===== config.mk =====
export PLATFORM = sky130hd
export DESIGN_NAME = xcas_ack_glue
export DESIGN_NICKNAME = d
export VERILOG_FILES = /design/src/rtl/xcas_pkg.sv /design/src/rtl/xcas_status_dec.sv /design/src/rtl/xcas_code_latch.sv /design/src/rtl/xcas_slave_match.sv /design/src/rtl/xcas_ack_glue.sv
export SDC_FILE = /design/constraint.sdc
export NUM_CORES = 1
export LEC_CHECK = 0
export BUFFER_PORTS_ARGS = -buffer_cell sky130_fd_sc_hd__buf_2
export CAP_MARGIN = 20
export CORE_MARGIN = 3
export CORE_UTILIZATION = 52
export DETAILED_ROUTE_END_ITERATION = 8
export PLACE_DENSITY = 0.87
export REMOVE_ABC_BUFFERS = 1
export SYNTH_ARGS = -nofsm -noshare
export SYNTH_HDL_FRONTEND = slang
export SYNTH_SLANG_ARGS = --single-unit

===== constraint.sdc =====
create_clock -name clk -period 4.1 [get_ports clk]
set_input_delay 0.41 -clock clk [delete_from_list [all_inputs] [get_ports clk]]
set_output_delay 0.41 -clock clk [all_outputs]
set_load 0.02 [all_outputs]

===== src/rtl/xcas_pkg.sv =====
package xcas_pkg;
  typedef struct packed {
    logic ads_n;
    logic mio_n;
    logic dc_n;
    logic wr_n;
    logic refresh_n;
  } bus_stat_t;

  function automatic logic is_int_ack(input bus_stat_t s);
    return !s.ads_n && !s.mio_n && !s.dc_n && !s.wr_n && s.refresh_n;
  endfunction
endpackage


===== src/rtl/xcas_status_dec.sv =====
module xcas_status_dec
  import xcas_pkg::*;
(
  input  logic      clk,
  input  logic      rst_n,
  input  bus_stat_t stat,
  output logic      ack_hit,
  output logic      xack_n
);
  assign ack_hit = is_int_ack(stat);

  always_ff @(posedge clk) begin
    if (!rst_n) xack_n <= 1'b1;
    else        xack_n <= !ack_hit;
  end

  // a cycle that is not an acknowledge never produces the strobe
  a_r2_no_false_strobe: assert property (@(posedge clk) disable iff (!rst_n)
    (stat.refresh_n == 1'b0) |=> xack_n);
endmodule


===== src/rtl/xcas_code_latch.sv =====
module xcas_code_latch #(
  parameter int CODE_W  = 3,
  parameter int TIMEOUT = 64,
  localparam int TW     = $clog2(TIMEOUT + 1)
) (
  input  logic              clk,
  input  logic              rst_n,
  input  logic              cas_en,
  input  logic              ack_hit,
  input  logic [CODE_W-1:0] addr_cas,
  output logic              phase,
  output logic [CODE_W-1:0] code_q,
  output logic [CODE_W-1:0] cur_code
);
  logic [TW-1:0] gap_cnt;
  logic          gap_last;

  assign gap_last = (gap_cnt == TW'(TIMEOUT - 1));
  assign cur_code = phase ? code_q : addr_cas;

  always_ff @(posedge clk) begin
    if (!rst_n || !cas_en) begin
      phase   <= 1'b0;
      code_q  <= '0;
      gap_cnt <= '0;
    end else if (ack_hit) begin
      gap_cnt <= '0;
      if (!phase) begin
        code_q <= addr_cas;
        phase  <= 1'b1;
      end else begin
        phase  <= 1'b0;
      end
    end else if (phase) begin
      if (gap_last) begin
        phase   <= 1'b0;
        code_q  <= '0;
        gap_cnt <= '0;
      end else begin
        gap_cnt <= gap_cnt + 1'b1;
      end
    end
  end

  // first acknowledge captures the pins
  a_r3_capture: assert property (@(posedge clk) disable iff (!rst_n)
    (cas_en && ack_hit && !phase) |=> (phase && code_q == $past(addr_cas)));
  // second acknowledge keeps the code and closes the pair
  a_r4_hold_second: assert property (@(posedge clk) disable iff (!rst_n)
    (cas_en && ack_hit && phase) |=> (!phase && $stable(code_q)));
  // idle gap short of the limit leaves the code alone
  a_r9_gap_stable: assert property (@(posedge clk) disable iff (!rst_n)
    (cas_en && !ack_hit && phase && !gap_last) |=> (phase && $stable(code_q)));
  // gap counter never runs past the limit
  a_r8_gap_bound: assert property (@(posedge clk) disable iff (!rst_n)
    gap_cnt < TW'(TIMEOUT));
endmodule


===== src/rtl/xcas_slave_match.sv =====
module xcas_slave_match #(
  parameter int CODE_W   = 3,
  parameter int N_SLAVES = 4,
  parameter logic [N_SLAVES*CODE_W-1:0] SLAVE_IDS = '0
) (
  input  logic                clk,
  input  logic                rst_n,
  input  logic                cas_en,
  input  logic                ack_hit,
  input  logic [CODE_W-1:0]   cur_code,
  output logic [N_SLAVES-1:0] sel
);
  for (genvar i = 0; i < N_SLAVES; i++) begin : g_slot
    localparam logic [CODE_W-1:0] MY_ID = SLAVE_IDS[i*CODE_W +: CODE_W];
    always_ff @(posedge clk) begin
      if (!rst_n) sel[i] <= 1'b0;
      else        sel[i] <= cas_en && ack_hit && (cur_code == MY_ID);
    end
  end

  // never two slaves at once
  a_r7_onehot: assert property (@(posedge clk) disable iff (!rst_n)
    $onehot0(sel));
  // no select without an acknowledge on the previous edge
  a_r6_only_on_ack: assert property (@(posedge clk) disable iff (!rst_n)
    !ack_hit |=> (sel == '0));
endmodule


===== src/rtl/xcas_ack_glue.sv =====
module xcas_ack_glue
  import xcas_pkg::*;
#(
  parameter int CODE_W   = 3,
  parameter int N_SLAVES = 4,
  parameter int TIMEOUT  = 64,
  parameter logic [N_SLAVES*CODE_W-1:0] SLAVE_IDS = {3'd7, 3'd4, 3'd2, 3'd1}
) (
  input  logic                clk,
  input  logic                rst_n,
  input  logic                cas_en,
  input  logic [CODE_W-1:0]   addr_cas,
  input  logic                ads_n,
  input  logic                mio_n,
  input  logic                dc_n,
  input  logic                wr_n,
  input  logic                refresh_n,
  output logic                xack_n,
  output logic                ack_phase,
  output logic [CODE_W-1:0]   cas_code,
  output logic [N_SLAVES-1:0] slave_sel
);
  bus_stat_t         stat;
  logic              ack_hit;
  logic [CODE_W-1:0] cur_code;

  assign stat = '{ads_n: ads_n, mio_n: mio_n, dc_n: dc_n, wr_n: wr_n, refresh_n: refresh_n};

  xcas_status_dec u_dec (
    .clk(clk), .rst_n(rst_n), .stat(stat), .ack_hit(ack_hit), .xack_n(xack_n)
  );

  xcas_code_latch #(.CODE_W(CODE_W), .TIMEOUT(TIMEOUT)) u_latch (
    .clk(clk), .rst_n(rst_n), .cas_en(cas_en), .ack_hit(ack_hit),
    .addr_cas(addr_cas), .phase(ack_phase), .code_q(cas_code), .cur_code(cur_code)
  );

  xcas_slave_match #(.CODE_W(CODE_W), .N_SLAVES(N_SLAVES), .SLAVE_IDS(SLAVE_IDS)) u_match (
    .clk(clk), .rst_n(rst_n), .cas_en(cas_en), .ack_hit(ack_hit),
    .cur_code(cur_code), .sel(slave_sel)
  );

  // cleared enable drops all state and selects
  a_r5_disabled_clear: assert property (@(posedge clk) disable iff (!rst_n)
    !cas_en |=> (!ack_phase && cas_code == '0 && slave_sel == '0));
  // strobe follows the sampled acknowledge pattern
  a_r2_strobe: assert property (@(posedge clk) disable iff (!rst_n)
    (!ads_n && !mio_n && !dc_n && !wr_n && refresh_n) |=> !xack_n);
endmodule


; ---- Yosys cells after proc, flatten, opt, wreduce, memory -nomap -nowiden
; Index checks and enable logic that the tools add are counted.
[op_classes]
order_cmp = 0
n_reduce_logical = 21
n_div = 0
n_mux = 9
bitwise_logic = 0
n_eq_ne = 5
shift = 0
addsub = 1
n_mul = 0
[op_table]
columns = operator, count
row1 = 3-bit 2-to-1 mux, 4
row2 = 1-bit logical AND, 9
row3 = "7-bit by 1-bit adder with 7-bit output, second input constant", 1
row4 = "7-bit by 6-bit equality test with 1-bit output, second input constant", 1
row5 = 1-bit logical NOT, 7
row6 = 7-bit 2-to-1 mux, 1
row7 = "3-bit equality test, second input constant", 2
row8 = 1-bit 2-to-1 mux, 4
row9 = 2-bit nonzero test, 2
row10 = "3-bit by 1-bit equality test with 1-bit output, second input constant", 1
row11 = "3-bit by 2-bit equality test with 1-bit output, second input constant", 1
row12 = 2-bit AND reduction, 1
row13 = 2-bit OR reduction, 1
row14 = 1-bit logical OR, 1
[totals]
output_inout_bits = 9
latch_bits = 0
mem_bits_rw = 0
mem_bits_ro = 0
mem_count = 0
input_bits = 11
reg_bits = 16

; ---- Depth between registers and ports, before layout
; Gate-level depths: netlist of the first run.
[logic_depth]
word_depth = 7
depth_mapped = 5
ltp_nobuf = 4

; ---- Modules after synthesis
; Synthesis of the first run repeated with hierarchy kept, for this count alone.
[hier_totals]
hier_cells = 77
hier_area_um2 = 748.2
[modules_own_cells]
columns = mod, area_per_inst_um2, seq_area_each_um2, instances, cells_each
row1 = xcas_code_latch, 561.8, 220.2, 1, 62
row2 = xcas_slave_match, 138.9, 80.1, 1, 11
row3 = xcas_status_dec, 47.5, 20.0, 1, 4

; ---- Worst setup path after synthesis of the first run
; No wires, ideal clock.
[synth_timing]
path_type = input port to flip-flop
start = input port ads_n
end = register u_latch.code_q[0]
n_path_buf = 0
arrival_ps = 1473
setup_ps = 87
required_time_ps = 4013
path_stages = 3
path_slack_ps = 2540
path_cell_list = or4b_4 > or4_1 > o31ai_1
[synth_between]
elab_chain_cells = 7
word_cells_on_any_way = 9
cone_classes = mux: 1 / reduce/logical: 8
[synth_rtl]
columns = item, line
row1 = "start, declared", xcas_ack_glue.sv:13  ; input logic ads_n,
row2 = 1-bit logical NOT (*), xcas_pkg.sv:11  ; return !s.ads_n && !s.mio_n && !s.dc_n && !s.wr_n && s.refresh_n;
row3 = 1-bit logical AND (*) (4 in a row), xcas_pkg.sv:11
row4 = 2-bit nonzero test (no source line), -
row5 = 2-bit AND reduction (no source line), -
row6 = "end signal, assigned", xcas_code_latch.sv:29  ; code_q <= addr_cas;
row7 = "end, declared", xcas_code_latch.sv:12  ; output logic [CODE_W-1:0] code_q,
; Every way passes the cells marked *; elsewhere a longest branch is shown, timed or not.
; A chain may end at the register's enable or synchronous reset.

; ---- Final worst setup path of the first run
[layout_timing]
start = register u_latch.phase
end = register u_latch.code_q[1]
[layout_between]
elab_chain_cells = 2
word_cells_on_any_way = 4
cone_classes = mux: 2 / reduce/logical: 2
[layout_rtl]
columns = item, line
row1 = "start, declared", xcas_code_latch.sv:11  ; output logic phase,
row2 = "start signal, assigned", xcas_code_latch.sv:23  ; phase <= 1'b0;
row3 = "start signal, assigned", xcas_code_latch.sv:30  ; phase <= 1'b1;
row4 = "start signal, assigned", xcas_code_latch.sv:32  ; phase <= 1'b0;
row5 = 3-bit 2-to-1 mux / 2-bit nonzero test (equally long branches), -
row6 = 3-bit 2-to-1 mux / 2-bit AND reduction (equally long branches), -
; Several ways; a longest one is shown, not always the timed one.

==> impl_metrics.ini, run 1 <==
[power]
p_sw_mw = 0.0562
peakVddDrop_v = 0.000345
p_sw_frac = 0.206
p_leak_nw = 0.315
power.internal_mw = 0.217
combPwrFrac = 0.060
p_clk_frac = 0.369
powerDensity_nw_per_um2 = 325
p_seq_frac = 0.571
power_mw = 0.273

[cts]
cts.sinks = 16
cts_root_buffer = clkbuf_4
holdBufCountCts = 0
post_cts_buffers = 0
clk_path_buf_depth = 2
cts_inserted_buffers = 3
htreeDepth = 1
cts_tree = yes
path_clk_slew_ps = 80
insertion_delay_ps = 280
cts_resized = 0

[detailed_routing]
top_layer_used = met4
vias_per_cell = 5.56
drc = 0
wl_met2_um = 621
via_count = 617
dr.pass1.iters = 4
m1WireLength_um = 723
drtIter0Drc = 17
wl_met3_um = 93
post_drt_wl_per_cell_um = 13.1
drtAntennaViolNets = 0
wl_mm = 1.45

[synthesis]
ys.flop_type = dfxtp_1
synthXorXnorAreaFrac = 0.0372
synth_cells = 77
yosys.area_share.simple = 0.283
avgSynthCellArea_sq_um = 9.18
ys_seq_area_frac = 0.453
synthAdderAreaFrac = 0.0177
synth-edff-count = 0
synth.distinct_cells = 27
synth_compound_area_frac = 0.0938
synth_top_family_by_area = simple AND/OR/NAND/NOR gates
syn_area_sq_um = 707
ys_ff_latch = 16
async_flop_share = 0
ys.warnings.count = 0
muxShareOfSynthArea = 0.0903

[floorplanning]
dieHeight_um = 42.9
dieArea_sq_um = 1840
initial_utilization = 0.596
die_w_um = 42.9
core_sq_um = 1190
ios = 20
rows = 12

[global_routing]
grt_pass1_vias = 558
grt_usage = 0.179
grt_max_degree = 16
gr-total-overflow = 0
antenna_found_initial = 0
grt_first_pass_wirelength_mm = 2.47

[critical_path]
end_kind = register
worstSetupPathDepth = 3
crit_arrival_ps = 1960
crit_chain = nand4_1 > nor3_1 > o31ai_1
cp-start-kind = register
path_class = register to register
cp.required_ps = 4240
cpPeakStageDelay_ps = 680
crit_family = simple AND/OR/NAND/NOR gates
reg2reg_depth = 3
critical_path_buf_inv_count = 0
cp_slowest_cell = dfxtp_1
critPathMaxFanout = 15

[layout]
fin_util = 0.710
nFillCells = 98
finalNonFillerCells = 111
fin_area_sq_um = 842
nets = 110
drive_gt1_frac = 0.278
layout_commonest_cell = buf_2
area_growth_pct = 19.1
final_cell_mix = 19 x buf_2, 16 x dfxtp_1, 10 x nand2_1
num_antenna_cells = 0

[timing]
setup_violations = 0
rsz0062_at_grt = no
period_share = 0.444
min_period_ps = 1820
max_slew.worst_pin.slew_ps = 612
hold_viol = 0
hold_ws_ps = 310
slew_headroom = 0.589
fin_setup_tns_ps = 0
finalWorstSetupSlack_ps = 2280
finClkSkew_ps = 5.84
slew_viol_final = 0
max_freq_mhz = 549

[status]
status = complete, no violations

[job]
drv_cap = 0

[place]
place_ws_ps = 2350
dpl.hpwl_mm = 1.09
place_congestion = 0.763
placedCellCount = 107
place_area_sq_um = 806
io_buffers = 19

[worst_hold_path]
min_path_type = input pin to register
hold_depth = 2
-- cell usage after synthesis, types with 2 or more instances --
library cell  instances  share of area
nor2_1                5          0.027
mux2i_1               3          0.042
o31ai_1               4          0.042
nand3_1               3          0.021
nand2b_1              2          0.018
buf_2                 2          0.014
mux2_2                3          0.048
o21ai_0               2          0.014
xor2_1                3          0.037
or4_1                 3          0.032
dfxtp_1              16           0.45
nand2_1              10          0.053
nor3_1                5          0.035
nor4_1                2          0.018
nand4_1               2          0.018
-- state kept, by name, summed over array words and instances, names as in the netlist --
name	cells
u_latch.gap_cnt	7
u_match.sel	4
u_latch.code_q	3
u_dec.xack_n	1
u_latch.phase	1
-- worst paths after layout --
kind | from | end | slack (ps)
max | u_latch.phase$_SDFF_PP0_ | u_latch.code_q[1]$_SDFFE_PP0P_ | 2280
min | rst_n | u_dec.xack_n$_SDFF_PN1_ | 310
max reg2reg | u_latch.phase$_SDFF_PP0_ | u_latch.code_q[1]$_SDFFE_PP0P_ | 2280
min reg2reg | u_latch.code_q[2]$_SDFFE_PP0P_ | u_latch.code_q[2]$_SDFFE_PP0P_ | 480
-- power by group through the flow --
stage | logic, mW | clock network, mW | registers, mW
floorplan | 0.00774 | 0 | 0.160
global placement | 0.0159 | 0 | 0.160
detailed placement | 0.0162 | 0 | 0.160
CTS | 0.0163 | 0.104 | 0.156
global route | 0.0184 | 0.112 | 0.156
finish | 0.0163 | 0.101 | 0.156
-- cell families after synthesis --
logic type | count (synthesis)
adder cells (fa/ha/maj) | 1
flip-flops | 16
buffers and inverters | 4
AO/OA/AOI/OAI | 10
XOR/XNOR | 3
AND/OR/NAND/NOR | 37
multiplexers | 6
-- routing by layer --
metal | global-route usage | up-vias
met5 | 0 | -
met4 | 0.0559 | 0
met3 | 0.0636 | 2
met2 | 0.266 | 21
met1 | 0.239 | 266
li1 | - | 328
-- layout make-up --
cell class	count	area, sq um	area share
clock buffers	4	36.3	0.0431
multi-input cells	57	369	0.438
well taps	14	17.5	0.0208
inverters	1	3.75	0.00446
flip-flops and latches	16	320	0.380
repair buffers	19	95.1	0.113
Power figures use the tool's default switching activity.
==> run 2, diff against run 1 <==
CORE_UTILIZATION = 44   (was 52)
PLACE_DENSITY = 0.79   (was 0.87)
clock period = 1.5 ns   (was 4.1 ns; I/O delays follow)
==> run 2 against run 1 <==
Compared with the run above: clock power rose to 2.9 times the previous value; combinational power rose to 3.0 times the previous value; cell area rose by 6.1%; non-clock buffer count rose by 6; routed wire length rose by 10%; worst setup slack got worse by 2200 ps; global-route usage fell by 0.25 points; maximum frequency rose by 31%; via count rose by 8.8%; critical path depth rose by 2; critical path type unchanged; largest cell class unchanged; largest power group unchanged.
==> impl_metrics.ini, run 2 (synthesized netlist as in run 1, its figures left out) <==
[floorplanning]
die_w_um = 46.1
dieArea_sq_um = 2120
ios = 20
dieHeight_um = 46.1
rows = 13
core_sq_um = 1400
initial_utilization = 0.505

[layout]
top_regs = u_latch.gap_cnt x7, u_match.sel x4, u_latch.code_q x3
final_cell_mix = 19 x buf_2, 16 x dfxtp_1, 10 x nand2_1
area_growth_pct = 26.4
finalNonFillerCells = 118
largest_reg_flops = 7
num_antenna_cells = 0
nFillCells = 119
top_register = u_latch.gap_cnt
nets = 116
layout_commonest_cell = buf_2
drive_gt1_frac = 0.330

[status]
status = complete, no violations

[critical_path]
cp-start-kind = register
critPathMaxFanout = 4
reg2reg_to = u_latch.code_q[1]$_SDFFE_PP0P_
reg2reg_depth = 5
crit_arrival_ps = 1560
cpPeakStageDelay_ps = 390
regToRegStartpoint = u_latch.gap_cnt[1]$_SDFFE_PP0P_
cp.required_ps = 1680
critical_path_buf_inv_count = 1
crit_chain = ha_1 > nand4_1 > nor3_2 > buf_4 > o31ai_1
crit_family = simple AND/OR/NAND/NOR gates
cp_slowest_cell = dfxtp_1
end_kind = register
path_class = register to register
reg2reg_setup_slack_ps = 110

[global_routing]
grt_first_pass_wirelength_mm = 2.68
grt_usage = 0.177
grt_pass1_vias = 639
gr-total-overflow = 0
antenna_found_initial = 0
grt_max_degree = 10

[detailed_routing]
drtAntennaViolNets = 0
drtIter0Drc = 22
wl_mm = 1.60
post_drt_wl_per_cell_um = 13.6
drc = 0
via_count = 671
dr.pass1.iters = 4
vias_per_cell = 5.69

[place]
place_congestion = 0.741
io_buffers = 19
place_ws_ps = 27.6
placedCellCount = 114
dpl.hpwl_mm = 1.25

[timing]
hold_viol = 0
rsz0062_at_grt = no
slew_headroom = 0.750
slew_viol_final = 0
min_period_ps = 1390
max_freq_mhz = 722
hold_ws_ps = 24.0
finalWorstSetupSlack_ps = 114
finClkSkew_ps = 2.59
period_share = 0.924
max_slew.worst_pin.slew_ps = 370
setup_violations = 0

[worst_hold_path]
hold_depth = 2
min_path_type = input pin to register
hp-start = rst_n
min_to = u_dec.xack_n$_SDFF_PN1_

[job]
drv_cap = 0

[cts]
cts_tree = yes
htreeDepth = 1
insertion_delay_ps = 300
cts_inserted_buffers = 3
cts_root_buffer = clkbuf_4
path_clk_slew_ps = 90
cts.sinks = 16
clk_path_buf_depth = 2

[power]
peakVddDrop_v = 0.000432
powerDensity_nw_per_um2 = 858
p_leak_nw = 0.347
[run 2: changes by cell type in the layout (fill, tap and decap cells not counted)]
cell    before  now
nor3_2       0    1
buf_4        0    6
nor3_1       5    4
[run 2: cell type report]
class                   count  area [sq um]  share of cell area
inverters                   1          3.75             0.00420
repair buffers             25           140               0.157
clock buffers               4          36.3              0.0406
flip-flops and latches     16           320               0.359
well taps                  15          18.8              0.0210
multi-input cells          57           374               0.419
[run 2: repair_timing]
| item | CTS | global route |
|---|---|---|
| endpoints found under the setup margin | 0 | 4 |
| hold buffers | 0 | 0 |
| resized for setup | 0 | 1 |
| buffers inserted | 0 | 0 |
[run 2: through the flow]
step / area [sq um] / setup TNS (ps) / util / total power, mW
2_1_floorplan: 693 / -265 / - / 0.459
3_3_place_gp: 852 / 0 / 0.609 / 0.482
3_5_place_dp: 852 / 0 / 0.609 / 0.484
4_1_cts: 888 / 0 / 0.635 / 0.767
5_1_grt: 893 / 0 / 0.639 / 0.796
6_report: 893 / 0 / 0.639 / 0.767
[run 2: where the power goes]
group,internal [mW],switching (mW)
registers,0.425,0.000766
clock network,0.148,0.143
logic,0.0228,0.0264
[run 2: worst max path at each step]
stage                                     from                              to  slack, ps  depth (start not counted)
2_1_floorplan         u_latch.phase$_SDFF_PP0_  u_latch.code_q[0]$_SDFFE_PP0P_        -70                          3
3_3_place_gp                             ads_n  u_latch.code_q[1]$_SDFFE_PP0P_         70                          4
3_5_place_dp                             ads_n  u_latch.code_q[1]$_SDFFE_PP0P_         30                          4
4_1_cts        u_latch.gap_cnt[1]$_SDFFE_PP0P_  u_latch.code_q[1]$_SDFFE_PP0P_         70                          5
5_1_grt        u_latch.gap_cnt[1]$_SDFFE_PP0P_  u_latch.code_q[1]$_SDFFE_PP0P_         20                          5
6_report       u_latch.gap_cnt[1]$_SDFFE_PP0P_  u_latch.code_q[1]$_SDFFE_PP0P_        110                          5
[run 2: per-layer routing]
metal,routed length (um),vias up,GRT usage
li1,-,335,-
met2,747,26,0.247
met5,0,-,0
met4,45,0,0.119
met3,100,5,0.0352
met1,709,305,0.240
==> run 3, diff against run 2 <==
PLACE_DENSITY = 0.78   (was 0.79)
SYNTH_HIERARCHICAL = 1   (was unset)
==> run 3 against run 2 <==
Compared with the run above: maximum frequency grew 0.60%; routed wire length fell by 6.6%; sequential cell count did not move; cell count down 3.4%; highest routed layer is now met3.
==> impl_metrics.ini, run 3 <==
[global_routing]
antenna_found_initial = 0
use_met3 = 0.0690
grt_use_met1 = 0.172
gr-total-overflow = 0
grt_max_degree = 13
use_met2 = 0.265
grt_pass1_vias = 593
grt_first_pass_wirelength_mm = 2.40
grt_usage = 0.151
grt-busiest-layer = met2

[critical_path]
reg2reg_setup_slack_ps = 120
path_class = register to register
cp.required_ps = 1670
critPathMaxFanout = 9
cp-start-kind = register
crit_arrival_ps = 1540
end_kind = register

[detailed_routing]
wl_mm = 1.50
drc = 0
post_drt_wl_per_cell_um = 13.1
drtAntennaViolNets = 0
via_count = 676
vias_per_cell = 5.93
dr.pass1.iters = 4
drtIter0Drc = 9

[floorplanning]
ios = 20
dieHeight_um = 47.2
initial_utilization = 0.480
rows = 14
core_sq_um = 1560
dieArea_sq_um = 2230
die_w_um = 47.2

[synthesis]
yosysTopAreaCell = dfxtp_1
async_flop_share = 0
ys.flop_type = dfxtp_1
synth_area_leaders = dfxtp_1 43%, mux2_2 4.5%, nand2b_1 4.2%
ys_seq_area_frac = 0.428
avgSynthCellArea_sq_um = 9.72
synth-edff-count = 0
synth_cells = 77
synth.distinct_cells = 34
yosysMostFrequentCell = dfxtp_1
synth_common_cells = 16 x dfxtp_1, 5 x nand2b_1, 5 x nor2_1
ys_ff_latch = 16
ys.warnings.count = 6
synthDominantCellAreaShare = 0.428
syn_area_sq_um = 748

[power]
p_leak_nw = 0.336
power.internal_mw = 0.540
combPwrFrac = 0.065
p_seq_frac = 0.620
p_sw_mw = 0.149
peakVddDrop_v = 0.000517
p_sw_frac = 0.216
powerDensity_nw_per_um2 = 770
p_clk_frac = 0.315
power_mw = 0.688

[layout]
nets = 112
final-seq-area_sq_um = 320
multiInputGateArea_sq_um = 414
nFillCells = 137
top_register = u_latch/gap_cnt
fin_util = 0.574
area_growth_pct = 19.6
layout_commonest_cell = buf_2
drive_gt1_frac = 0.337
num_antenna_cells = 0
largest_reg_flops = 7
top_regs = u_latch/gap_cnt x7, u_match/sel x4, u_latch/code_q x3
final_cell_mix = 19 x buf_2, 16 x dfxtp_1, 5 x nand2b_1, 5 x nor2_1, 4 x a21oi_1

[timing]
max_slew.worst_pin.slew_ps = 411
slew_headroom = 0.726
max_freq_mhz = 726
slew_viol_final = 0
period_share = 0.918
finalWorstSetupSlack_ps = 123
hold_viol = 0
setup_violations = 0
rsz0062_at_grt = no
fin_setup_tns_ps = 0
min_period_ps = 1380
finClkSkew_ps = 1.93

[job]
drv_cap = 0

[cts]
cts_tree = yes
clk_path_buf_depth = 2
cts_inserted_buffers = 3
cts.sinks = 16
cts_root_buffer = clkbuf_4
path_clk_slew_ps = 90
htreeDepth = 1
holdBufCountCts = 0
insertion_delay_ps = 280

[place]
io_buffers = 19
dpl.hpwl_mm = 1.11
place_ws_ps = 110
place_congestion = 0.831

[status]
status = complete, no violations

[worst_hold_path]
min_path_type = input pin to register
==> run 3: metrics by stage <==
stage	instance area [sq um]	hold slack, ps	std cells
floorplan	734	237	74
global placement	865	360	111
detailed placement	865	366	111
CTS	887	71.1	114
global route	895	78.3	114
finish	895	78.5	114
==> run 3: final cells by class <==
type | count | share of cell area
multi-input combinational | 56 | 0.463
sequential | 16 | 0.358
timing repair buffer | 21 | 0.123
clock buffer | 3 | 0.0252
tap | 16 | 0.0224
inverter | 2 | 0.00839
==> run 3: per-layer routing <==
metal / wire [um] / up-vias
met5: 0 / -
met4: 0 / 0
met3: 108 / 0
met2: 756 / 25
met1: 633 / 316
li1: - / 335
==> run 3: logic make-up (layout without fill, tap and decap cells) <==
logic type	count (synthesis)	after routing	share of synthesized area
compound gates	21	21	0.192
xor+xnor	2	2	0.0234
fa+ha+maj	1	1	0.0167
buf+inv	5	26	0.0284
flops	16	16	0.428
mux	3	3	0.0451
simple gates	29	29	0.266
==> run 3: worst paths after layout <==
path	startpoint	endpoint	depth (start not counted)
setup / recovery	u_latch/gap_cnt[0]$_SDFFE_PP0P_	u_latch/code_q[0]$_SDFFE_PP0P_	4
hold / removal	wr_n	u_dec/xack_n$_SDFF_PN1_	2
setup reg to reg	u_latch/gap_cnt[0]$_SDFFE_PP0P_	u_latch/code_q[0]$_SDFFE_PP0P_	4
hold reg to reg	u_latch/code_q[2]$_SDFFE_PP0P_	u_latch/code_q[2]$_SDFFE_PP0P_	2
==> run 3: power groups by stage <==
stage	clock, mW	sequential, mW	combinational [mW]
2_1_floorplan	0	0.439	0.0201
3_3_place_gp	0	0.437	0.0433
3_5_place_dp	0	0.437	0.0446
4_1_cts	0.227	0.427	0.0448
5_1_grt	0.243	0.427	0.0490
6_report	0.217	0.427	0.0447
==> run 3: worst max-delay path, cell delays in order, from the launching register on <==
cell     delay [ps]
dfxtp_1         400
ha_1            230
nand4_2         240
o41ai_1         300
a21oi_1         100
==> run 3: timing repair <==
action / CTS / global route
gates resized for setup: 0 / 1
endpoints found under the setup margin: 0 / 1
buffers inserted: 0 / 0
